--- src/rtl/bus_cmd_pkg.sv ---
package bus_cmd_pkg;
  localparam int STAT_W = 3;
  localparam int CMD_N  = 5;

  localparam logic [STAT_W-1:0] CODE_IDLE = 3'b111;
  localparam logic [STAT_W-1:0] CODE_HALT = 3'b011;

  // strobe bit positions inside the command vector
  localparam int CMD_ACK  = 4;
  localparam int CMD_IORD = 3;
  localparam int CMD_IOWR = 2;
  localparam int CMD_MRD  = 1;
  localparam int CMD_MWR  = 0;

  typedef enum logic [2:0] {
    PH_IDLE = 3'd0,
    PH_T1   = 3'd1,
    PH_T2   = 3'd2,
    PH_T3   = 3'd3,
    PH_DONE = 3'd4
  } phase_t;

  // active-high command selected by a status code
  function automatic logic [CMD_N-1:0] cmd_mask(input logic [STAT_W-1:0] code);
    logic [CMD_N-1:0] m;
    m = '0;
    case (code)
      3'b000:         m[CMD_ACK]  = 1'b1;
      3'b001:         m[CMD_IORD] = 1'b1;
      3'b010:         m[CMD_IOWR] = 1'b1;
      3'b100, 3'b101: m[CMD_MRD]  = 1'b1;
      3'b110:         m[CMD_MWR]  = 1'b1;
      default:        m = '0;
    endcase
    return m;
  endfunction

  // cycles that move data toward the processor
  function automatic logic code_receives(input logic [STAT_W-1:0] code);
    return (code == 3'b000) || (code == 3'b001) ||
           (code == 3'b100) || (code == 3'b101);
  endfunction
endpackage

--- src/rtl/bus_cycle_detect.sv ---
module bus_cycle_detect
  import bus_cmd_pkg::*;
(
  input  logic              clk,
  input  logic              rst,
  input  logic [STAT_W-1:0] stat,
  input  logic              idle,
  output logic              cyc_start,
  output logic              stat_idle
);
  logic [STAT_W-1:0] prev_q;

  always_ff @(posedge clk) begin
    if (rst) prev_q <= CODE_IDLE;
    else     prev_q <= stat;
  end

  assign stat_idle = (stat == CODE_IDLE);
  assign cyc_start = idle && (prev_q == CODE_IDLE) && !stat_idle;

  p_start_after_idle_r2: assert property (@(posedge clk) disable iff (rst)
    cyc_start |-> ($past(stat) == CODE_IDLE));
endmodule

--- src/rtl/bus_phase_fsm.sv ---
module bus_phase_fsm
  import bus_cmd_pkg::*;
(
  input  logic   clk,
  input  logic   rst,
  input  logic   cyc_start,
  input  logic   stat_idle,
  input  logic   rdy,
  output phase_t phase,
  output logic   strobe_win,
  output logic   active
);
  phase_t nxt;

  always_comb begin
    nxt = phase;
    case (phase)
      PH_IDLE: if (cyc_start) nxt = PH_T1;
      PH_T1:   nxt = PH_T2;
      PH_T2:   nxt = PH_T3;
      PH_T3:   if (rdy) nxt = stat_idle ? PH_IDLE : PH_DONE;
      PH_DONE: if (stat_idle) nxt = PH_IDLE;
      default: nxt = PH_IDLE;
    endcase
  end

  always_ff @(posedge clk) begin
    if (rst) phase <= PH_IDLE;
    else     phase <= nxt;
  end

  assign strobe_win = (phase == PH_T2) || (phase == PH_T3);
  assign active     = (phase != PH_IDLE);

  p_t1_then_t2_r5: assert property (@(posedge clk) disable iff (rst)
    (phase == PH_T1) |=> (phase == PH_T2));
  p_wait_holds_r6: assert property (@(posedge clk) disable iff (rst)
    (phase == PH_T3 && !rdy) |=> strobe_win);
  p_ready_releases_r6: assert property (@(posedge clk) disable iff (rst)
    (phase == PH_T3 && rdy) |=> !strobe_win);
endmodule

--- src/rtl/bus_cycle_regs.sv ---
module bus_cycle_regs
  import bus_cmd_pkg::*;
(
  input  logic              clk,
  input  logic              rst,
  input  logic              cyc_start,
  input  logic              active,
  input  logic [STAT_W-1:0] stat,
  input  logic              bhe_n,
  output logic [STAT_W-1:0] code,
  output logic              dir_tx,
  output logic              hi_en_n,
  output logic              halted
);
  logic dir_q, bhe_q;

  always_ff @(posedge clk) begin
    if (rst) begin
      code   <= CODE_IDLE;
      dir_q  <= 1'b1;
      bhe_q  <= 1'b1;
      halted <= 1'b0;
    end else if (cyc_start) begin
      code   <= stat;
      dir_q  <= !code_receives(stat);
      bhe_q  <= bhe_n;
      halted <= (stat == CODE_HALT);
    end
  end

  assign dir_tx  = active ? dir_q : 1'b1;
  assign hi_en_n = active ? bhe_q : 1'b1;

  p_bhe_held_r8: assert property (@(posedge clk) disable iff (rst)
    (active && !cyc_start) |=> (active -> $stable(hi_en_n)));
endmodule

--- src/rtl/bus_cmd_decode.sv ---
module bus_cmd_decode
  import bus_cmd_pkg::*;
(
  input  logic              clk,
  input  logic              rst,
  input  logic [STAT_W-1:0] code,
  input  logic              strobe_win,
  output logic [CMD_N-1:0]  cmd_n
);
  assign cmd_n = ~(cmd_mask(code) & {CMD_N{strobe_win}});

  p_no_strobe_outside_r5: assert property (@(posedge clk) disable iff (rst)
    !strobe_win |-> (&cmd_n));
endmodule

--- src/rtl/bus_cmd_gen.sv ---
module bus_cmd_gen
  import bus_cmd_pkg::*;
(
  input  logic        clk,
  input  logic        rst,
  input  logic [2:0]  stat,
  input  logic        rdy,
  input  logic        bhe_n,
  output logic        mem_rd_n,
  output logic        mem_wr_n,
  output logic        io_rd_n,
  output logic        io_wr_n,
  output logic        ack_n,
  output logic        dir_tx,
  output logic        hi_en_n,
  output logic        halted
);
  phase_t            phase;
  logic              cyc_start, stat_idle, strobe_win, active;
  logic [STAT_W-1:0] code;
  logic [CMD_N-1:0]  cmd_n;

  bus_cycle_detect u_detect (
    .clk(clk), .rst(rst), .stat(stat), .idle(phase == PH_IDLE),
    .cyc_start(cyc_start), .stat_idle(stat_idle)
  );

  bus_phase_fsm u_fsm (
    .clk(clk), .rst(rst), .cyc_start(cyc_start), .stat_idle(stat_idle),
    .rdy(rdy), .phase(phase), .strobe_win(strobe_win), .active(active)
  );

  bus_cycle_regs u_regs (
    .clk(clk), .rst(rst), .cyc_start(cyc_start), .active(active),
    .stat(stat), .bhe_n(bhe_n), .code(code), .dir_tx(dir_tx),
    .hi_en_n(hi_en_n), .halted(halted)
  );

  bus_cmd_decode u_decode (
    .clk(clk), .rst(rst), .code(code), .strobe_win(strobe_win), .cmd_n(cmd_n)
  );

  assign ack_n    = cmd_n[CMD_ACK];
  assign io_rd_n  = cmd_n[CMD_IORD];
  assign io_wr_n  = cmd_n[CMD_IOWR];
  assign mem_rd_n = cmd_n[CMD_MRD];
  assign mem_wr_n = cmd_n[CMD_MWR];

  p_one_strobe_r10: assert property (@(posedge clk) disable iff (rst)
    $onehot0(~cmd_n));
  p_halt_quiet_r4: assert property (@(posedge clk) disable iff (rst)
    halted |-> (&cmd_n));
  p_dir_held_r7: assert property (@(posedge clk) disable iff (rst)
    (phase == PH_T3) |-> $stable(dir_tx));
  p_idle_quiet_r9: assert property (@(posedge clk) disable iff (rst)
    (phase == PH_IDLE) |-> ((&cmd_n) && dir_tx && hi_en_n));
endmodule

--- config.mk ---
export PLATFORM = sky130hd
export DESIGN_NAME = bus_cmd_gen
export DESIGN_NICKNAME = d
export VERILOG_FILES = /design/src/rtl/bus_cmd_pkg.sv /design/src/rtl/bus_cycle_detect.sv /design/src/rtl/bus_phase_fsm.sv /design/src/rtl/bus_cycle_regs.sv /design/src/rtl/bus_cmd_decode.sv /design/src/rtl/bus_cmd_gen.sv
export SDC_FILE = /design/constraint.sdc
export NUM_CORES = 1
export LEC_CHECK = 0
export ABC_CLOCK_PERIOD_IN_PS = 3300
export BUFFER_PORTS_ARGS = -buffer_cell sky130_fd_sc_hd__buf_4
export CAP_MARGIN = 25
export CORE_AREA = 5 5 42 44
export CTS_BUF_LIST = sky130_fd_sc_hd__clkbuf_8 sky130_fd_sc_hd__clkbuf_16
export CTS_CLUSTER_SIZE = 20
export DETAILED_ROUTE_END_ITERATION = 8
export DIE_AREA = 0 0 47 49
export PLACE_DENSITY = 0.68
export SYNTH_ARGS = -nofsm -noshare
export SYNTH_HDL_FRONTEND = slang
export SYNTH_HIERARCHICAL = 1
export SYNTH_SLANG_ARGS = --single-unit
--- constraint.sdc ---
create_clock -name clk -period 3.3 [get_ports clk]
set_input_delay 0.66 -clock clk [delete_from_list [all_inputs] [get_ports clk]]
set_output_delay 0.66 -clock clk [all_outputs]
set_load 0.1 [all_outputs]
# Word-level counts from Yosys, hierarchy flattened
# Index checks and enable logic that the tools add are counted.
[totals]
ff_bits = 12
input_bits = 7
out_inout_bits = 8
word_cells = 52
[op_classes]
n_eq_ne = 18
muxes = 12
bitwise_logic = 2
n_reduce_logical = 14
[ops]
columns = ["op", "n"]
rows = [
  ["equality test 3 bit (second input constant)", 8],
  ["one-hot mux 3 bit (5 select lines)", 1],
  ["equality test 3 x 2 -> 1 bit (second input constant)", 4],
  ["2-to-1 mux 3 bit", 4],
  ["equality test 3 x 1 -> 1 bit (second input constant)", 3],
  ["zero test 3 bit", 3],
  ["2-to-1 mux 1 bit", 7],
  ["!= test 2 bit (second input constant)", 3],
  ["bitwise AND 5 bit", 1],
  ["inverter 5 bit", 1],
  ["logical OR 1 bit", 4],
  ["AND reduction 3 bit", 1],
  ["nonzero test 3 bit", 1],
  ["logical AND 1 bit", 2],
  ["zero test 1 bit", 2],
  ["OR reduction 2 bit", 1],
]

# Logic depth before layout (Yosys ltp)
# Gate-level depths: netlist of run 1.
[depth]
word_depth = 5
depth_mapped = 6
depth_no_buf = 5

# Modules after synthesis
# Netlist of run 1, hierarchy kept.
[by_module_without_submodules]
columns = ["module", "n_inst", "cells_each", "area_each_um2", "seq_area_each_um2"]
rows = [
  ["bus_cycle_regs", 1, 23, 230.2, 120.1],
  ["bus_phase_fsm", 1, 14, 143.9, 60.1],
  ["bus_cycle_detect", 1, 9, 102.6, 60.1],
  ["bus_cmd_decode", 1, 5, 48.8, 0.0],
  ["bus_cmd_gen", 1, 1, 10.0, 0.0],
]

# Worst setup path after synthesis of run 1
# Ideal clock, no wire load.
[synth_timing]
kind = "reg2out"
startpoint = "register u_fsm.phase[1]"
endpoint = "output port io_rd_n"
t_arrival_ns = 1.553
required_ns = 2.640
path_slack_ns = 1.087
stages_incl_launch_ff = 3
path_buffers = 0
path_cell_list = "dfxtp_1 and2b_2 nand4bb_1"
[synth_via]
elab_chain_len = 4
elab_cells_between_ends = 5
classes_between = "eq/ne (2); bitwise (2); reduce/logical (1)"
[synth_rtl]
columns = ["element", "line", "rtl"]
rows = [
  ["start, declared", "bus_phase_fsm.sv:9", "output phase_t phase,"],
  ["start signal, assigned", "bus_phase_fsm.sv:29", "else phase <= nxt;"],
  ["equality test 3 x 2 -> 1 bit", "bus_phase_fsm.sv:32", "assign strobe_win = (phase == PH_T2) || (phase == PH_T3);"],
  ["logical OR 1 bit *", "bus_phase_fsm.sv:32", ""],
  ["net strobe_win", "bus_cmd_gen.sv:19", "logic cyc_start, stat_idle, strobe_win, active;"],
  ["bitwise AND 5 bit *", "bus_cmd_decode.sv:10", "assign cmd_n = ~(cmd_mask(code) & {CMD_N{strobe_win}});"],
  ["inverter 5 bit *", "bus_cmd_decode.sv:10", ""],
  ["end, declared", "bus_cmd_gen.sv:11", "output logic io_rd_n,"],
]
# Mark *: on every way through the listed nets, which the timed path passes. The rest lies on a longest branch.

# Worst setup path in the final report of run 1
[layout_timing]
startpoint = "register u_fsm.phase[1]"
endpoint = "output port ack_n"
[layout_via]
elab_chain_len = 4
elab_cells_between_ends = 5
classes_between = "eq/ne (2); bitwise (2); reduce/logical (1)"
[layout_rtl]
columns = ["element", "line", "rtl"]
rows = [
  ["equality test 3 x 2 -> 1 bit", "bus_phase_fsm.sv:32", ""],
  ["logical OR 1 bit *", "bus_phase_fsm.sv:32", ""],
  ["net strobe_win", "bus_cmd_gen.sv:19", ""],
  ["bitwise AND 5 bit *", "bus_cmd_decode.sv:10", ""],
  ["inverter 5 bit *", "bus_cmd_decode.sv:10", ""],
  ["end, declared", "bus_cmd_gen.sv:13", "output logic ack_n,"],
]
# Marked as above.

==> reports/metrics.cfg, run 1 <==
[die]
start_util_pct = 38.2
pin_count = 15
core_um2 = 1400
num_rows = 14
die_area_um2 = 2300
die_h_um = 49
dieWidth_um = 47

[hold_path]
hold_path_class = flip-flop to flip-flop
holdPathEnd = u_regs/dir_q$_SDFFE_PP1P_
min-delay-start = u_regs/dir_q$_SDFFE_PP1P_
min_path_cells = 2

[sta]
tns_ns = 0
worst_slew_margin_rel_pct = 68.2
worst_slew_pin_slew_ns = 0.477
skew_ns = 0.00148
setup_violations = 0
min_period_ns = 2.28
fin_crit_sh_pct = 69.0
drv_slew = 0
final-hold-violation-count = 0
whs_ns = 0.446
grt_setup_unrepaired = false
max_freq_mhz = 439

[drt]
vias = 428
drc = 0
wl_per_cell_um = 12.3
postRouteAntennaNets = 0
wl_um = 1030
drt_iter0_markers = 4
firstDrtPassIters = 2
vias_per_cell = 5.10

[global_routing]
grt_pass1_vias = 409
grt_pass1_wl_um = 1670
grt_max_degree = 13
grt_usage_pct = 9.61
grt_remaining_overflow = 0
antenna_found_initial = 0

[synthesis]
syn_area_um2 = 536
synth_largest_area_cell = dfxtp_1
synthCells = 52
synth_nets = 59
synth_common_cells = 12 x dfxtp_1, 3 x a211o_1, 3 x nand2b_1, 3 x nand4b_1, 3 x or2_1
synth.most_common_cell = dfxtp_1
ys_types = 28
yosys_warnings = 6
syn_avg_cell_area_um2 = 10.3
synth_top_cell_area_share_pct = 44.9
synth.yosys.seq_area_share_pct = 44.9
ys_ff_latch = 12
netlist_top_cells_area = dfxtp_1 45%, a211o_1 4.9%, nand4b_1 4.9%
synth_flop_cell = dfxtp_1
synth_edf_count = 0
synthArstFlopShare_pct = 0

[worst_setup_path]
critPathMaxFanout = 9
rrSetupSlack_ns = 1.63
r2r-end = u_regs/bhe_q$_SDFFE_PP1P_
rr_startpoint = u_fsm/phase[1]$_SDFFE_PP0P_
cp_data_required_time_ns = 2.64
endpoint_kind = output pin
critPathKind = flip-flop to output pin
cp.arrival_ns = 1.62
r2r_cells = 5
startpoint_type = flip-flop

[power_and_ir_drop]
clkPwrFrac_pct = 31.1
p_leak_nw = 0.276
vdd_drop_max_mv = 0.246
pwr-share-seq_pct = 44.1
power_density_nw_per_um2 = 588
power_switching_uw = 124
p_comb_share_pct = 24.9
total_power_uw = 406
sw_frac_of_total_pct = 30.5
p_int_uw = 282

[layout]
syn2layout_area_growth_pct = 29.0
seqCellArea_um2 = 240
multi_input_area_um2 = 277
utilization_pct = 49.3
final_cell_count_no_fill = 84
nFillCells = 154
fin_nets = 77
drive_above_1_share_pct = 33.8
antenna_cells = 0

[cts]
cts_tree = built
cts_buffer_depth = 2
cts_buffers = 3
clkSlewWorstSetupHoldPaths_ns = 0.05
cts_sinks = 12
htree_num_levels = 1
post_cts_resized = 0
clk-insertion-delay-late_ns = 0.23
cts_root_buffer = clkbuf_8
postCtsSetupBuffers = 0
ctsHoldBuffers = 0

[status]
status = finished clean

[place]
dp_hpwl_um = 749
placement.io_buffers = 14
dpl.cell_count = 81
gp_congestion = 0.603

[job]
cap_violations = 0

==> worst max path at each step <==
stage                                            from  endpoint  slack [ns]  cells after the start
final                     u_fsm/phase[1]$_SDFFE_PP0P_     ack_n        1.02                      3
after global placement    u_fsm/phase[1]$_SDFFE_PP0P_     ack_n        1.32                      3
after global routing      u_fsm/phase[1]$_SDFFE_PP0P_     ack_n        0.95                      3
after floorplan           u_fsm/phase[1]$_SDFFE_PP0P_   io_rd_n        1.09                      2
after CTS                 u_fsm/phase[1]$_SDFFE_PP0P_     ack_n        1.03                      3
after detailed placement  u_fsm/phase[1]$_SDFFE_PP0P_     ack_n        1.28                      3
==> per-layer routing <==
layer	vias up	part of all wire, %	GRT usage, %
li1	225	-	-
met1	194	52	13.6
met2	9	42	12.9
met3	0	5.6	3.32
met4	0	0	4.15
met5	-	0	0
==> sequential cells by signal, summed over array words and instances (netlist names) <==
register,flops
u_regs/halted,1
u_fsm/phase,3
u_regs/dir_q,1
u_regs/bhe_q,1
u_detect/prev_q,3
u_regs/code,3
==> metrics by stage <==
stage          cell area [µm²]  setup slack (ns)
2_1_floorplan              536              1.09
3_3_place_gp               649              1.32
3_5_place_dp               649              1.28
4_1_cts                    691              1.03
5_1_grt                    691             0.954
6_report                   691              1.02
==> worst max-delay path: stages, from the launching register on <==
cell	delay, ns
dfxtp_1	0.46
and2b_2	0.24
or4b_1	0.43
buf_4	0.25
==> power by group through the flow <==
stage | Sequential (mW) | Clock [mW] | Combinational, mW
2_1_floorplan | 0.180 | 0 | 0.0808
3_3_place_gp | 0.180 | 0 | 0.0997
3_5_place_dp | 0.181 | 0 | 0.101
4_1_cts | 0.178 | 0.131 | 0.102
5_1_grt | 0.182 | 0.139 | 0.109
6_report | 0.179 | 0.126 | 0.101
==> kinds of logic (layout without fill, tap and decap cells) <==
kind of cell           Yosys count  after routing  synth area share, %
AOI/OAI and AO/OA               10             10                 13.8
buffers and inverters            3             19                 3.51
DFF                             12             12                 44.9
and+or+nand+nor                 27             27                 37.9
==> layout make-up <==
cell class	instances	share of cell area, %
clock buffers	3	5.98
flip-flops and latches	12	34.8
multi-input cells	37	40.0
inverters	2	1.09
well taps	16	2.90
repair buffers	14	15.2
==> placed cells by master, fill, tap and decap left out, types with 2 or more instances in the layout <==
cell type,instances
nor2b_1,2
a21oi_1,2
nand2b_1,3
o21ai_1,2
buf_4,14
nand4b_1,3
or2_1,3
nand4bb_1,2
inv_1,2
dfxtp_1,12
a211o_1,3
clkbuf_8,3
No activity file was read; power rests on OpenSTA's default activity.
==> inputs of run 2 (changes only) <==
--- a/config.mk
+++ b/config.mk
@@ -5,7 +5,7 @@
 export SDC_FILE = /design/constraint.sdc
 export NUM_CORES = 1
 export LEC_CHECK = 0
-export ABC_CLOCK_PERIOD_IN_PS = 3300
+export ABC_CLOCK_PERIOD_IN_PS = 2000
 export BUFFER_PORTS_ARGS = -buffer_cell sky130_fd_sc_hd__buf_4
 export CAP_MARGIN = 25
 export CORE_AREA = 5 5 42 44
@@ -13,7 +13,7 @@
 export CTS_CLUSTER_SIZE = 20
 export DETAILED_ROUTE_END_ITERATION = 8
 export DIE_AREA = 0 0 47 49
-export PLACE_DENSITY = 0.68
+export PLACE_DENSITY = 0.71
 export SYNTH_ARGS = -nofsm -noshare
 export SYNTH_HDL_FRONTEND = slang
 export SYNTH_HIERARCHICAL = 1
==> constraint.sdc (replaced) <==
create_clock -name clk -period 2 [get_ports clk]
set_input_delay 0.4 -clock clk [delete_from_list [all_inputs] [get_ports clk]]
set_output_delay 0.4 -clock clk [all_outputs]
set_load 0.1 [all_outputs]
==> reports/metrics.cfg, run 2 (synthesis gave the netlist of run 1 again) <==
[place]
dp_hpwl_um = 764
post_dp_cell_area_um2 = 657
gp_congestion = 0.650
placement.io_buffers = 14
dpl_worst_slack_ns = 0.251

[die]
num_rows = 14
pin_count = 15
dieWidth_um = 47
die_area_um2 = 2300
start_util_pct = 38.2
core_um2 = 1400
die_h_um = 49

[worst_setup_path]
critPathBufInv = 1
startpoint_type = flip-flop
rrSetupSlack_ns = 0.55
slowest_stage = or4b_4
cp_data_required_time_ns = 1.60
cpPeakStageDelay_ns = 0.47
cp.arrival_ns = 1.54
crit_path_cell_trace = and2b_2, or4b_4, buf_8
cp_top_family = simple AND/OR/NAND/NOR gates
endpoint_kind = output pin
critPathKind = flip-flop to output pin
critPathMaxFanout = 7

[layout]
reg.largest.list = u_detect/prev_q x3, u_fsm/phase x3, u_regs/code x3
drive_above_1_share_pct = 38.6
syn2layout_area_growth_pct = 35.3
layout_commonest_cell = buf_4
fin_area_um2 = 724
antenna_cells = 0
layout_common_cells = 14 x buf_4, 11 x dfxtp_1, 4 x clkbuf_8
fin_nets = 78

[drt]
vias = 427
postRouteAntennaNets = 0
vias_per_cell = 4.97
drc = 0
wl_per_cell_um = 12.2
drt_iter0_markers = 8
wl_um = 1050
firstDrtPassIters = 2

[power_and_ir_drop]
total_power_uw = 730
vdd_drop_max_mv = 0.566
p_leak_nw = 0.294
power_density_nw_per_um2 = 1010

[sta]
max_freq_mhz = 516
setup_violations = 0
fin_ws_ns = 0.0603
whs_ns = 0.368
final-hold-violation-count = 0
skew_ns = 0.000570
drv_slew = 0
min_period_ns = 1.94
tns_ns = 0
worst_slew_margin_rel_pct = 81.5
grt_setup_unrepaired = false
worst_slew_pin_slew_ns = 0.280
fin_crit_sh_pct = 97.0

[cts]
cts_buffers = 3
clkSlewWorstSetupHoldPaths_ns = 0.05
cts_buffer_depth = 2
cts_root_buffer = clkbuf_8
htree_num_levels = 1
cts_tree = built
clk-insertion-delay-late_ns = 0.24
postCtsSetupBuffers = 0
post_cts_resized = 1
ctsHoldBuffers = 0
cts_sinks = 12

[global_routing]
grt_remaining_overflow = 0
grt_pass1_vias = 399
grt_pass1_wl_um = 1620
antenna_found_initial = 0
grt_usage_pct = 9.53
grt_max_degree = 12

[job]
cap_violations = 0

[status]
status = finished clean

[hold_path]
hold_path_class = input port to flip-flop

-- run 2: path summary, 6_finish.rpt --
path | cells after the start | from | end
setup reg to reg | 6 | u_fsm/phase[1]$_SDFFE_PP0P_ | u_regs/code[2]$_SDFFE_PP1P_
setup / recovery | 3 | u_fsm/phase[2]$_SDFFE_PP0P_ | ack_n
hold / removal | 2 | stat[2] | u_detect/prev_q[2]$_SDFF_PP1_
hold reg to reg | 2 | u_regs/dir_q$_SDFFE_PP1P_ | u_regs/dir_q$_SDFFE_PP1P_
-- run 2: stage by stage --
step / utilization, % / instances
3_3_place_gp: 46.9 / 82
4_1_cts: 50.9 / 86
2_1_floorplan: - / 52
3_5_place_dp: 46.9 / 82
6_report: 51.7 / 86
5_1_grt: 51.7 / 86
-- run 2: report_power, final --
part	internal (mW)	switching, mW
Sequential	0.268	0.0276
Combinational	0.0711	0.101
Clock	0.174	0.0889
-- run 2: cell type report --
type                            count  area (µm²)
Tap cell                           16        20.0
Inverter                            2        7.51
Timing Repair Buffer               15         120
Clock buffer                        4        55.1
Sequential cell                    12         241
Fill cell                         141         677
Multi-Input combinational cell     37         280
-- run 2: metal layers --
metal / global-route usage, % / wire length [µm]
met5: 0 / 0
met4: 1.38 / 0
met3: 5.54 / 86
met2: 14.0 / 461
met1: 12.2 / 501
==> inputs of run 3 (changes only) <==
--- a/config.mk
+++ b/config.mk
@@ -5,15 +5,17 @@
 export SDC_FILE = /design/constraint.sdc
 export NUM_CORES = 1
 export LEC_CHECK = 0
+export ABC_AREA = 1
 export ABC_CLOCK_PERIOD_IN_PS = 2000
 export BUFFER_PORTS_ARGS = -buffer_cell sky130_fd_sc_hd__buf_4
 export CAP_MARGIN = 25
-export CORE_AREA = 5 5 42 44
+export CORE_MARGIN = 5
+export CORE_UTILIZATION = 44
 export CTS_BUF_LIST = sky130_fd_sc_hd__clkbuf_8 sky130_fd_sc_hd__clkbuf_16
 export CTS_CLUSTER_SIZE = 20
 export DETAILED_ROUTE_END_ITERATION = 8
-export DIE_AREA = 0 0 47 49
-export PLACE_DENSITY = 0.71
+export HOLD_SLACK_MARGIN = 0.02
+export PLACE_DENSITY = 0.75
 export SYNTH_ARGS = -nofsm -noshare
 export SYNTH_HDL_FRONTEND = slang
 export SYNTH_HIERARCHICAL = 1
==> reports/metrics.cfg, run 3 <==
[synthesis]
ys_ff_latch = 12
synth_simple_gate_area_share_pct = 40.0
synth_edf_count = 0
synth_top_cell_area_share_pct = 40.0
synthAdderAreaFrac_pct = 0
syn_avg_cell_area_um2 = 6.82
synth_largest_area_cell = dfxtp_1
syn_area_um2 = 601
synth_common_cells = 21 x nand2_1, 15 x inv_1, 12 x dfxtp_1
synthArstFlopShare_pct = 0
synth.most_common_cell = nand2_1
synth_flop_cell = dfxtp_1
synth_nets = 95
synth_top_family_by_area = simple AND/OR/NAND/NOR gates
yosys_warnings = 6
synth.yosys.seq_area_share_pct = 40.0
synth-compound-area-share_pct = 8.12
synth_xor_xnor_area_share_pct = 0
netlist_top_cells_area = dfxtp_1 40%, nand2_1 13%, inv_1 9.4%
ys_types = 18
synthCells = 88
synth_mux_area_share_pct = 0

[layout]
fin_area_um2 = 773
drive_above_1_share_pct = 31.1
antenna_cells = 0
syn2layout_area_growth_pct = 28.8
reg.largest.list = u_detect/prev_q x3, u_fsm/phase x3, u_regs/code x3
layout_commonest_cell = nand2_1
utilization_pct = 59.4
nFillCells = 131
final_cell_count_no_fill = 121
fin_nets = 115
layout_common_cells = 21 x nand2_1, 15 x inv_1, 15 x buf_4

[cts]
cts_buffer_depth = 2
cts_buffers = 3
cts_tree = built
clk-insertion-delay-late_ns = 0.24
cts_sinks = 12
htree_num_levels = 1
clkSlewWorstSetupHoldPaths_ns = 0.05
cts_root_buffer = clkbuf_8
postCtsSetupBuffers = 0
ctsHoldBuffers = 0
post_cts_resized = 0

[global_routing]
grt_usage_pct = 13.7
antenna_found_initial = 0
grt_max_degree = 10
grt_pass1_wl_um = 2060
grt_remaining_overflow = 0
grt_pass1_vias = 493

[power_and_ir_drop]
power_density_nw_per_um2 = 1270
p_leak_nw = 0.399
total_power_uw = 980
vdd_drop_max_mv = 0.796

[place]
post_dp_cell_area_um2 = 732
dp_hpwl_um = 932
dpl_worst_slack_ns = 0.566
placement.io_buffers = 14
dpl.cell_count = 118
gp_congestion = 0.761

[sta]
whs_ns = 0.369
tns_ns = 0
fin_crit_sh_pct = 83.9
grt_setup_unrepaired = false
max_freq_mhz = 596
skew_ns = 0.000908
worst_slew_margin_rel_pct = 81.3
worst_slew_pin_slew_ns = 0.282
min_period_ns = 1.68
drv_slew = 0
fin_ws_ns = 0.321
setup_violations = 0
final-hold-violation-count = 0

[job]
cap_violations = 0

[drt]
vias_per_cell = 4.70
vias = 569
drc = 0
firstDrtPassIters = 4
wl_per_cell_um = 9.98
wl_um = 1210
postRouteAntennaNets = 0
drt_iter0_markers = 11

[die]
start_util_pct = 46.2
core_um2 = 1300
dieWidth_um = 46.9
die_h_um = 46.9
pin_count = 15
num_rows = 13
die_area_um2 = 2200

[worst_setup_path]
critPathKind = flip-flop to output pin
startpoint_type = flip-flop
cp.arrival_ns = 1.28
critPathMaxFanout = 4
cp_data_required_time_ns = 1.60
endpoint_kind = output pin

[hold_path]
hold_path_class = input port to flip-flop

[status]
status = finished clean

-- run 3: final cells by class --
class | count | area, µm² | share of cell area [%]
clock buffer | 3 | 41.3 | 5.34
inverter | 19 | 71.3 | 9.22
multi-input combinational | 57 | 289 | 37.4
sequential | 12 | 240 | 31.1
tap | 15 | 18.8 | 2.43
timing repair buffer | 15 | 113 | 14.6
-- run 3: worst paths after layout --
| kind | cells past startpoint | startpoint | slack (ns) | end |
|---|---|---|---|---|
| worst min register to register | 2 | u_regs/bhe_q$_SDFFE_PP1P_ | 0.47 | u_regs/bhe_q$_SDFFE_PP1P_ |
| worst max-delay path | 6 | u_fsm/phase[1]$_SDFFE_PP0P_ | 0.32 | io_rd_n |
| worst max register to register | 13 | u_fsm/phase[0]$_SDFFE_PP0P_ | 0.57 | u_fsm/phase[2]$_SDFFE_PP0P_ |
| worst min-delay path | 2 | stat[0] | 0.37 | u_detect/prev_q[0]$_SDFF_PP1_ |
-- run 3: report_power, final --
| part | internal [mW] | leakage (nW) | total [mW] | switching, mW |
|---|---|---|---|---|
| sequential | 0.295 | 0.0993 | 0.348 | 0.0533 |
| combinational | 0.138 | 0.278 | 0.420 | 0.282 |
| clock | 0.132 | 0.0216 | 0.212 | 0.0799 |
-- run 3: cells by family after synthesis --
| family | count (synthesis) |
|---|---|
| and+or+nand+nor | 50 |
| buffers and inverters | 19 |
| DFF | 12 |
| AOI/OAI and AO/OA | 7 |
-- run 3: per-layer routing --
layer,global-route usage (%),routed length [µm]
met5,0,0
met2,19.8,584
met3,4.98,63
met4,11.6,34
met1,16.0,526
-- run 3: worst max-delay path, stage by stage (launching register included) --
cell,delay (ns)
dfxtp_1,0.39
inv_1,0.06
nor2_1,0.12
inv_1,0.06
nor2_2,0.12
nand2_1,0.06
buf_4,0.23
